File: src/rtl/irqv_pkg.sv
package irqv_pkg;
   localparam int unsigned WORD_BYTES   = 4;
   localparam int unsigned NUM_WORDS    = 5;
   localparam int unsigned WINDOW_BYTES = NUM_WORDS * WORD_BYTES;

   localparam int unsigned IDX_MASK = 0;
   localparam int unsigned IDX_RAW  = 1;
   localparam int unsigned IDX_GATE = 2;
   localparam int unsigned IDX_NMI  = 3;
   localparam int unsigned IDX_DBG  = 4;

   typedef enum logic [1:0] {
      SZ_BYTE = 2'd0,
      SZ_HALF = 2'd1,
      SZ_WORD = 2'd2
   } acc_size_e;
endpackage

File: src/rtl/irqv_capture.sv
module irqv_capture #(
   parameter int unsigned NUM_LINES = 30
) (
   input  logic                 clk,
   input  logic                 rst_n,
   input  logic [NUM_LINES-1:0] lines_i,
   output logic [NUM_LINES-1:0] raw_o
);
   for (genvar g = 0; g < NUM_LINES; g++) begin : g_line
      always_ff @(posedge clk) begin
         if (!rst_n) raw_o[g] <= 1'b0;
         else        raw_o[g] <= lines_i[g];
      end
   end
endmodule

File: src/rtl/irqv_encoder.sv
module irqv_encoder #(
   parameter int unsigned NUM_LINES = 30,
   parameter int unsigned VEC_W     = 8,
   parameter int unsigned VEC_BASE  = 8'h31,
   parameter int unsigned VEC_MULTI = 8'h30
) (
   input  logic [NUM_LINES-1:0] pend_i,
   output logic [VEC_W-1:0]     vec_o,
   output logic                 any_o
);
   localparam int unsigned IDX_W = (NUM_LINES > 1) ? $clog2(NUM_LINES) : 1;

   logic [IDX_W-1:0] low_idx;
   logic             multi;

   always_comb begin
      low_idx = '0;
      for (int i = NUM_LINES - 1; i >= 0; i--) begin
         if (pend_i[i]) low_idx = IDX_W'(i);
      end
   end

   if (NUM_LINES == 1) begin : g_single
      assign multi = 1'b0;
   end else begin : g_multi
      assign multi = |(pend_i & (pend_i - NUM_LINES'(1)));
   end

   assign any_o = |pend_i;

   always_comb begin
      if (!any_o)     vec_o = '0;
      else if (multi) vec_o = VEC_W'(VEC_MULTI);
      else            vec_o = VEC_W'(VEC_BASE) + VEC_W'(low_idx);
   end
endmodule

File: src/rtl/irqv_regfile.sv
module irqv_regfile
   import irqv_pkg::*;
#(
   parameter int unsigned NUM_LINES = 30,
   parameter int unsigned DATA_W    = 32,
   parameter int unsigned ADDR_W    = 5
) (
   input  logic                 clk,
   input  logic                 rst_n,
   input  logic                 req_i,
   input  logic                 we_i,
   input  logic [ADDR_W-1:0]    addr_i,
   input  logic [1:0]           size_i,
   input  logic [DATA_W-1:0]    wdata_i,
   input  logic [NUM_LINES-1:0] raw_i,
   output logic [DATA_W-1:0]    rdata_o,
   output logic                 rsp_valid_o,
   output logic                 rsp_err_o,
   output logic [DATA_W-1:0]    mask_o,
   output logic [DATA_W-1:0]    mask_nxt_o
);
   localparam int unsigned IDX_W = ADDR_W - 2;

   logic [DATA_W-1:0] nmi_q, dbg_q, raw_ext, rd_val;
   logic [IDX_W-1:0]  idx;
   logic              aligned, in_win, bad, full_word, hit;

   assign raw_ext   = DATA_W'(raw_i);
   assign idx       = addr_i[ADDR_W-1:2];
   assign aligned   = (addr_i[1:0] == 2'b00);
   assign in_win    = (32'(addr_i) < WINDOW_BYTES);
   assign bad       = !(aligned && in_win);
   assign full_word = (acc_size_e'(size_i) == SZ_WORD);
   assign hit       = req_i && !bad && full_word;

   always_comb begin
      mask_nxt_o = mask_o;
      if (hit && we_i && (32'(idx) == IDX_MASK)) mask_nxt_o = wdata_i;
   end

   always_ff @(posedge clk) begin
      if (!rst_n) begin
         mask_o <= '0;
         nmi_q  <= '0;
         dbg_q  <= '0;
      end else begin
         mask_o <= mask_nxt_o;
         if (hit && we_i && (32'(idx) == IDX_NMI)) nmi_q <= wdata_i;
         if (hit && we_i && (32'(idx) == IDX_DBG)) dbg_q <= wdata_i;
      end
   end

   always_comb begin
      rd_val = '0;
      if (hit) begin
         case (32'(idx))
            IDX_MASK: rd_val = mask_o;
            IDX_RAW:  rd_val = raw_ext;
            IDX_GATE: rd_val = raw_ext & mask_o;
            IDX_NMI:  rd_val = nmi_q;
            IDX_DBG:  rd_val = dbg_q;
            default:  rd_val = '0;
         endcase
      end
   end

   always_ff @(posedge clk) begin
      if (!rst_n) begin
         rdata_o     <= '0;
         rsp_valid_o <= 1'b0;
         rsp_err_o   <= 1'b0;
      end else begin
         rdata_o     <= rd_val;
         rsp_valid_o <= req_i;
         rsp_err_o   <= req_i && bad;
      end
   end
endmodule

File: src/rtl/irq_vec_ctrl.sv
module irq_vec_ctrl #(
   parameter int unsigned NUM_LINES = 30,
   parameter int unsigned DATA_W    = 32,
   parameter int unsigned ADDR_W    = 5,
   parameter int unsigned VEC_W     = 8,
   parameter int unsigned VEC_BASE  = 8'h31,
   parameter int unsigned VEC_MULTI = 8'h30
) (
   input  logic                 clk,
   input  logic                 rst_n,
   input  logic [NUM_LINES-1:0] irq_lines,
   input  logic                 bus_req,
   input  logic                 bus_we,
   input  logic [ADDR_W-1:0]    bus_addr,
   input  logic [1:0]           bus_size,
   input  logic [DATA_W-1:0]    bus_wdata,
   output logic [DATA_W-1:0]    bus_rdata,
   output logic                 rsp_valid,
   output logic                 rsp_err,
   output logic [VEC_W-1:0]     irq_vec,
   output logic                 irq_req
);
   if (NUM_LINES < 1 || NUM_LINES > DATA_W) begin : g_bad_lines
      $error("irq_vec_ctrl: NUM_LINES must be 1..DATA_W");
   end
   if (ADDR_W < 5) begin : g_bad_addr
      $error("irq_vec_ctrl: ADDR_W too small for the register window");
   end
   if (VEC_BASE + NUM_LINES - 1 >= (1 << VEC_W) || VEC_MULTI >= (1 << VEC_W)) begin : g_bad_vec
      $error("irq_vec_ctrl: vector codes do not fit VEC_W");
   end

   logic [NUM_LINES-1:0] raw_q;
   logic [DATA_W-1:0]    mask_q, mask_nxt;
   logic [VEC_W-1:0]     vec_d;
   logic                 any_d;

   irqv_capture #(.NUM_LINES(NUM_LINES)) u_cap (
      .clk    (clk),
      .rst_n  (rst_n),
      .lines_i(irq_lines),
      .raw_o  (raw_q)
   );

   irqv_regfile #(.NUM_LINES(NUM_LINES), .DATA_W(DATA_W), .ADDR_W(ADDR_W)) u_regs (
      .clk        (clk),
      .rst_n      (rst_n),
      .req_i      (bus_req),
      .we_i       (bus_we),
      .addr_i     (bus_addr),
      .size_i     (bus_size),
      .wdata_i    (bus_wdata),
      .raw_i      (raw_q),
      .rdata_o    (bus_rdata),
      .rsp_valid_o(rsp_valid),
      .rsp_err_o  (rsp_err),
      .mask_o     (mask_q),
      .mask_nxt_o (mask_nxt)
   );

   irqv_encoder #(.NUM_LINES(NUM_LINES), .VEC_W(VEC_W), .VEC_BASE(VEC_BASE),
                  .VEC_MULTI(VEC_MULTI)) u_enc (
      .pend_i(irq_lines & mask_nxt[NUM_LINES-1:0]),
      .vec_o (vec_d),
      .any_o (any_d)
   );

   always_ff @(posedge clk) begin
      if (!rst_n) begin
         irq_vec <= '0;
         irq_req <= 1'b0;
      end else begin
         irq_vec <= vec_d;
         irq_req <= any_d;
      end
   end
endmodule

File: config.mk
export PLATFORM = sky130hd
export DESIGN_NAME = irq_vec_ctrl
export DESIGN_NICKNAME = d
export VERILOG_FILES = /design/src/rtl/irqv_pkg.sv /design/src/rtl/irqv_capture.sv /design/src/rtl/irqv_encoder.sv /design/src/rtl/irqv_regfile.sv /design/src/rtl/irq_vec_ctrl.sv
export SDC_FILE = /design/constraint.sdc
export NUM_CORES = 1
export LEC_CHECK = 0
export BUFFER_PORTS_ARGS = -buffer_cell sky130_fd_sc_hd__buf_4
export CAP_MARGIN = 25
export CORE_MARGIN = 8
export CORE_UTILIZATION = 40
export CTS_BUF_LIST = sky130_fd_sc_hd__clkbuf_16
export CTS_CLUSTER_SIZE = 24
export DETAILED_ROUTE_END_ITERATION = 8
export GPL_TIMING_DRIVEN = 0
export PLACE_DENSITY = 0.59
export SLEW_MARGIN = 0
export SYNTH_ARGS = -nofsm -noshare
export SYNTH_HDL_FRONTEND = slang
export SYNTH_SLANG_ARGS = --single-unit
export TNS_END_PERCENT = 20
File: constraint.sdc
create_clock -name clk -period 4.8 [get_ports clk]
set_input_delay 0.96 -clock clk [delete_from_list [all_inputs] [get_ports clk]]
set_output_delay 0.96 -clock clk [all_outputs]
set_load 0.02 [all_outputs]
Word-level counts from Yosys, hierarchy flattened
Cells that the tools add are included.
{ "classes": {"mux": 33, "add_sub_neg": 2, "n_lt_le_gt_ge": 1, "n_reduce_logical": 16, "bitwise": 5, "n_eq_ne": 5} }
{ "op_table": {"columns": ["operator", "count"], "rows": [
  ["case mux 32 bit (5 select lines)", 1],
  ["two-way mux 5 bit", 30],
  ["AND 30 bit", 2],
  ["OR reduction 30 bit", 2],
  ["AND 30 x 32 -> 32 bit", 1],
  ["OR reduction 32 bit", 1],
  ["two-way mux 30 bit", 1],
  ["subtractor 30 x 1 -> 30 bit (second input constant)", 1],
  ["logical AND 1 bit", 8],
  ["adder 6 x 5 -> 7 bit (first input constant)", 1],
  ["equality test 3 x 2 -> 1 bit (second input constant)", 2],
  ["two-way mux 6 bit", 1],
  ["< comparator 5 bit (second input constant)", 1],
  ["AND reduction 2 bit", 2],
  ["equality test 3 x 1 -> 1 bit (second input constant)", 1],
  ["equality test 3 bit (second input constant)", 1],
  ["zero test 3 bit", 1],
  ["equality test 2 bit (second input constant)", 1],
  ["zero test 2 bit", 1],
  ["inverter 1 bit", 2],
  ["zero test 1 bit", 1]
]} }
{ "totals": {"regBits": 168, "input_bits": 73, "word_cells": 102, "output_inout_bits": 43} }

Longest topological paths before layout
{ "depth": {"ltp_word": 40, "depth_mapped": 16, "mapped_depth_nobuf": 13} }

Modules after synthesis
From an unflattened synthesis, not the netlist that was laid out.
{ "hier_totals": {"hier_cells": 916, "area_unflattened_um2": 8390.5} }
{ "by_module_without_submodules": {"columns": ["module", "seq_area_each_um2", "instances", "cells_each", "area_per_inst_um2"], "rows": [
  ["irqv_regfile", 2602.5, 1, 656, 6204.7],
  ["irqv_encoder", 0.0, 1, 149, 949.7],
  ["irqv_capture", 600.6, 1, 63, 812.0],
  ["irq_vec_ctrl", 180.2, 1, 48, 424.2]
]} }

Worst setup path before layout
Ideal clock, no wire load.
{ "synth_path": {"path_type": "input -> register", "startpoint": "input bus_addr[3]", "endpoint": "register irq_vec[4]", "t_required_ns": 4.664, "path_stages": 14, "setup_ns": 0.136, "path_slack_ns": 0.807, "arrival_ns": 3.858, "path_buffers": 2, "cell_sequence": "buf_6 or4_4 nor3_4 buf_6 mux2_2 a211o_1 a21o_1 a2111oi_2 nor3_1 a22oi_1 ha_1 o21ai_0 a31oi_1 a21oi_1"} }
{ "synth_via": {"elab_chain_cells": 40, "elab_cells_between_ends": 46, "cone_classes": "add/sub (2); order compare (1); mux (32); bitwise (2); reduce/logical (9)"} }
{ "synth_lines": {"columns": ["item", "line_no", "text"], "rows": [
  ["start, declared", "irq_vec_ctrl.sv:14", "input logic [ADDR_W-1:0] bus_addr,"],
  ["< comparator 5 bit", "irqv_regfile.sv:31", "assign in_win = (32'(addr_i) < WINDOW_BYTES);"],
  ["logical AND 1 bit", "irqv_regfile.sv:32", "assign bad = !(aligned && in_win);"],
  ["logical AND 1 bit (2 in series)", "irqv_regfile.sv:34", "assign hit = req_i && !bad && full_word;"],
  ["logical AND 1 bit", "irqv_regfile.sv:38", "if (hit && we_i && (32'(idx) == IDX_MASK)) mask_nxt_o = wdata_i;"],
  ["logical AND 1 bit (*)", "irqv_regfile.sv:38", null],
  ["two-way mux 30 bit (*)", "irqv_regfile.sv:38", null],
  ["AND 30 bit (*)", "irq_vec_ctrl.sv:63", ".pend_i(irq_lines & mask_nxt[NUM_LINES-1:0]),"],
  ["two-way mux 5 bit (30 in series)", "irqv_encoder.sv:19", "if (pend_i[i]) low_idx = IDX_W'(i);"],
  ["adder 6 x 5 -> 7 bit", "irqv_encoder.sv:34", "else vec_o = VEC_W'(VEC_BASE) + VEC_W'(low_idx);"],
  ["two-way mux 6 bit", "irqv_encoder.sv:33", "else if (multi) vec_o = VEC_W'(VEC_MULTI);"],
  ["end signal, assigned", "irq_vec_ctrl.sv:73", "irq_vec <= vec_d;"],
  ["end, declared", "irq_vec_ctrl.sv:20", "output logic [VEC_W-1:0] irq_vec,"]
]} }
Every way passes the cells marked *; elsewhere a longest branch is shown, timed or not.
A chain may end at the register's enable or synchronous reset.

Worst setup path in the final report
{ "layout_path": {"startpoint": "input bus_addr[1]", "endpoint": "register irq_vec[4]"} }
{ "layout_via": {"elab_chain_cells": 40, "elab_cells_between_ends": 46, "cone_classes": "add/sub (2); order compare (1); mux (32); bitwise (2); reduce/logical (9)"} }
{ "layout_lines": {"columns": ["item", "line_no"], "rows": [
  ["< comparator 5 bit or zero test 2 bit (tied branches)", "irqv_regfile.sv:31, irqv_regfile.sv:30"],
  ["logical AND 1 bit (*)", "irqv_regfile.sv:32"],
  ["logical AND 1 bit (*) (2 in series)", "irqv_regfile.sv:34"],
  ["logical AND 1 bit (*) (2 in series)", "irqv_regfile.sv:38"],
  ["two-way mux 30 bit (*)", "irqv_regfile.sv:38"],
  ["AND 30 bit (*)", "irq_vec_ctrl.sv:63"],
  ["two-way mux 5 bit (30 in series)", "irqv_encoder.sv:19"],
  ["adder 6 x 5 -> 7 bit", "irqv_encoder.sv:34"],
  ["two-way mux 6 bit", "irqv_encoder.sv:33"]
]} }
Marks and branches as above.

==> run summary <==
The clock power share came out at 0.474. The worst setup path is captured at a register. The finished layout holds about 1,300 standard cells, fillers aside. The area of the mapped netlist came out at roughly 8000 sq um. The die extent in x is 157 um. After layout, the minimum clock period comes to 4.38 ns. Static timing analysis puts the maximum clock frequency at 228 MHz.

The final hold violation count is 0. The ratio of routed vias to standard cells is approximately 5.6. Summed over all layers, the routed wires come to roughly 27,000 um. The post-route clock skew is between 0.01 and 0.015 ns.

The starting density of the core came out at 0.409. In the final layout, the share of cells above drive strength 1 is 0.172. The library cells used most frequently in the layout, excluding fill and tap cells, are sky130_fd_sc_hd__nand2_1 (183), sky130_fd_sc_hd__dfxtp_1 (168), sky130_fd_sc_hd__buf_4 (113), sky130_fd_sc_hd__a21boi_0 (77), sky130_fd_sc_hd__clkbuf_1 (54). The detailed-route via count is 7,390. The switching power came out at approximately 740 uW. Buffers added to address setup during post-CTS repair amount to 0.

The global placer's final weighted congestion is about 0.9. The clock sink total came out at 168. The max-cap violation count is 0. The critical path goes through buf_4 -> nor3b_1 -> clkbuf_1 -> nand4_1 -> a21boi_0 -> o22ai_1 -> a311oi_1 -> a2111oi_2 -> nor3_1 -> a22oi_1 -> ha_1 -> o21ai_0 -> a31oi_1 -> a21oi_1. In this run the worst path has a maximum fanout of 10. The max-slew violation total from the final report is 0.

The total number of yosys warnings came out at 0. The clock insertion delay at the later pin of the skew report came out at around 0.44 ns. The switching power share of the total is 0.238.

The share of the yosys chip area belonging to registers came out at 0.421. The worst register-to-register path ends at irq_vec[6]. The maximum clock insertion buffer count came out at 2. The die footprint is around 25,000 sq um.

The run finished with clean final reports. The total power divided by cell area is ~320 nW/um^2. The leading cell type in the layout, fill and taps excluded is sky130_fd_sc_hd__nand2_1. The max-slew headroom at the worst pin came out at 0.327. The number of buffer cells added on primary ports is about 110.

The row count came out at 51. The share of flip-flops with an asynchronous set or reset after synthesis is 0. When the netlist entered floorplanning its net count stood at just under 1,000. The HPWL after detailed placement is slightly above 20,000 um.

The cell depth of the worst flop-to-flop path came out at 9. The cell with the biggest individual delay on the critical path is sky130_fd_sc_hd__a21boi_0. The category of the most critical setup path is primary input to register.

Internal power comes to about 2400 uW. The number of endpoints failing setup at the final stage came out at 0. For the final routed database, the setup TNS stands at 0 ns. The total overflow left after global routing is 0. The via count of the first global-routing pass came to 7,414.

The global routing usage summed across all routing layers came out at 0.220. The number of distinct library cells after synthesis came out at 67. The number of buffers created by CTS is 17. Entering global routing, the biggest net connects 17 pins.

Once placement completed, the tool counted placed cells totaling ~1,300. From bottom edge to top edge, the die measures between 150 and 200 um. Data on the critical path arrives at its endpoint at approximately 4.8 ns. At the worst endpoint, the required time is around 5.2 ns. The count of mapped cells out of synthesis came out at slightly above 900.

The path with the worst hold slack has its endpoint at u_regs.nmi_q[19]. The register-to-register path setup slack is ~1.6 ns. TritonCTS built the clock tree.

The first-pass iteration count of the detailed router came out at 6. The number of enable-type register cells in the synthesized netlist came out at 0. The initial antenna violation count came to 0. The hold path depth came out at 2.

The leakage dissipation came out at between 0.003 and 0.004 uW. The startpoint identified for the worst register-to-register timing path is u_regs.mask_o[10]. The clock transition at the registers of the reported paths is 0.07 ns. The transition time at the pin with the least slew margin came out at 1.00 ns.

The number of top-level design ports came out at around 120. The area added between synthesis and finish came out at 22.5%. The element type at the critical path start is a primary input.

The startpoint identified for the worst hold timing path is u_regs.nmi_q[19]. In this run the clock root is driven by a sky130_fd_sc_hd__clkbuf_16. In this run the remaining antenna-violating nets after routing total 0.

The number of gates given a new drive strength after cts is 0. In this run the number of H-tree levels came out at 4. The share of total power in combinational logic is 0.071. The number of register bits inferred by synthesis came out at around 170. The number of nets at the end of the flow came out at 1,116. The number of diodes came out at 0. Setup repair after global routing left no endpoint under its margin.

Counting both buffers and inverters, the worst setup path holds a total of 2. The residual DRC count is 0. The share of the clock period used by the worst path after layout is 0.913. The violation count after the first detailed-routing iteration came out at 823. The type of the worst min-delay path is register to register.

The cell type group with the largest total delay on the critical path is compound AO/OA/AOI/OAI gates. In this design, the stage delay of the slowest critical-path cell is roughly 0.5 ns. The sequential fraction of design power is 0.455.

The floorplan step defined a core boundary enclosing between 15,000 and 20,000 sq um. The first global-routing pass estimated about 42,000 um of wire. The top flip-flop cell by instance count after synthesis is sky130_fd_sc_hd__dfxtp_1. The worst IR drop on VDD came out at between 0.0002 and 0.00025 V. The average cell area after synthesis came out at roughly 9 sq um. The post-cts hold buffer count is 0. The wire length per cell after detailed routing is 20.5 um.
-- worst max-delay path by stage --
stage	cells past startpoint	slack (ns)	from	to
2_1_floorplan	14	0.81	bus_addr[3]	irq_vec[4]
3_3_place_gp	14	0.08	bus_addr[1]	irq_vec[4]
3_5_place_dp	13	0.06	bus_addr[1]	irq_vec[6]
4_1_cts	13	0.51	bus_addr[1]	irq_vec[6]
5_1_grt	14	0.24	bus_addr[1]	irq_vec[4]
6_report	14	0.42	bus_addr[1]	irq_vec[4]
-- power by group through the flow --
stage	Combinational [uW]	Clock (uW)	Sequential (uW)
finish	220	1470	1410
global route	236	1560	1420
CTS	218	1490	1410
detailed placement	217	0	1450
global placement	217	0	1450
floorplan	92.7	0	1450
-- worst min-delay path, cell delays in order (launching register included) --
cell and delay, ns:
sky130_fd_sc_hd__dfxtp_1 0.31, sky130_fd_sc_hd__nand2_1 0.05, sky130_fd_sc_hd__a21boi_0 0.06
-- cell families (layout without fill, tap and decap cells) --
kind of cell               after synthesis  count (layout)  share of synthesized area
xor gates and xnor gates                 1               1                    0.00110
other                                    1               1                   0.000469
DFF                                    168             168                      0.421
muxes                                   41              41                     0.0531
AOI/OAI and AO/OA                      266             266                      0.264
and+or+nand+nor                        360             360                      0.219
buffers and inverters                   73             217                     0.0405
adders and majority gates                1               1                    0.00156
-- synthesized netlist by cell type, types with 2 or more instances --
cell type                   instances  area [sq um]
sky130_fd_sc_hd__a2111oi_2          2          30.0
sky130_fd_sc_hd__nor4_4             2          42.5
sky130_fd_sc_hd__nor4_1             4          25.0
sky130_fd_sc_hd__nand2b_1           5          31.3
sky130_fd_sc_hd__a21boi_0          77           578
sky130_fd_sc_hd__a21oi_1           13          65.1
sky130_fd_sc_hd__mux2_2            11           124
sky130_fd_sc_hd__clkbuf_1          54           203
sky130_fd_sc_hd__nand3b_1           2          15.0
sky130_fd_sc_hd__a211oi_1           5          37.5
sky130_fd_sc_hd__a22oi_1           19           143
sky130_fd_sc_hd__a311oi_1           4          35.0
sky130_fd_sc_hd__a222oi_1          30           300
sky130_fd_sc_hd__o21ai_0            8          40.0
sky130_fd_sc_hd__nor3b_1            2          15.0
sky130_fd_sc_hd__nor3_1            11          55.1
sky130_fd_sc_hd__nor2b_1           23           144
sky130_fd_sc_hd__o31ai_1           10          75.1
sky130_fd_sc_hd__nand2_1          183           687
sky130_fd_sc_hd__dfxtp_1          168          3360
sky130_fd_sc_hd__a31oi_1            6          37.5
sky130_fd_sc_hd__mux2i_1           30           300
sky130_fd_sc_hd__a21o_1            33           248
sky130_fd_sc_hd__a22o_1            32           280
sky130_fd_sc_hd__nor2_1            50           188
sky130_fd_sc_hd__inv_1             10          37.5
sky130_fd_sc_hd__o211ai_1           5          37.5
sky130_fd_sc_hd__and3_1             3          18.8
sky130_fd_sc_hd__o32ai_1            2          17.5
sky130_fd_sc_hd__buf_6              6          67.6
sky130_fd_sc_hd__o21a_1             3          22.5
sky130_fd_sc_hd__a21bo_2            6          60.1
sky130_fd_sc_hd__nand3_1            7          35.0
sky130_fd_sc_hd__nand4b_1           2          17.5
sky130_fd_sc_hd__nand4_1           12          75.1
sky130_fd_sc_hd__and2_1            40           250
-- through the flow --
step           total power, uW  utilization  area, sq um  worst slack, ns  hold slack [ns]
2_1_floorplan             1540            -         7990            0.807            0.441
5_1_grt                   3210        0.501         9790            0.242            0.481
4_1_cts                   3130        0.501         9790            0.506            0.466
3_3_place_gp              1660        0.469         9170           0.0820            0.450
3_5_place_dp              1660        0.469         9170           0.0650            0.457
6_report                  3110        0.501         9790            0.419            0.462
-- per-layer routing --
layer | vias up | global-route usage | wire length [um]
li1 | 3541 | - | -
met1 | 3552 | 0.289 | 12400
met2 | 261 | 0.354 | 12400
met3 | 36 | 0.0409 | 1690
met4 | 0 | 0.0762 | 566
met5 | - | 0 | 0
-- area by class of cell --
class / instances / area (sq um)
fillers: 1987 / 9740
multi-input cells: 670 / 4310
flip-flops and latches: 168 / 3360
repair buffers: 112 / 841
clock buffers: 17 / 425
well taps: 265 / 332
plain buffers: 63 / 287
clock inverters: 15 / 199
inverters: 10 / 37.5
-- flip-flops by register name, summed over array words and instances (netlist names) --
signal and count:
u_regs.rsp_valid_o 1, irq_vec 7, u_cap.raw_o 30, u_regs.rsp_err_o 1, u_regs.mask_o 32, u_regs.rdata_o 32
irq_req 1, u_regs.nmi_q 32, u_regs.dbg_q 32
No activity file was read; power rests on OpenSTA's default activity.
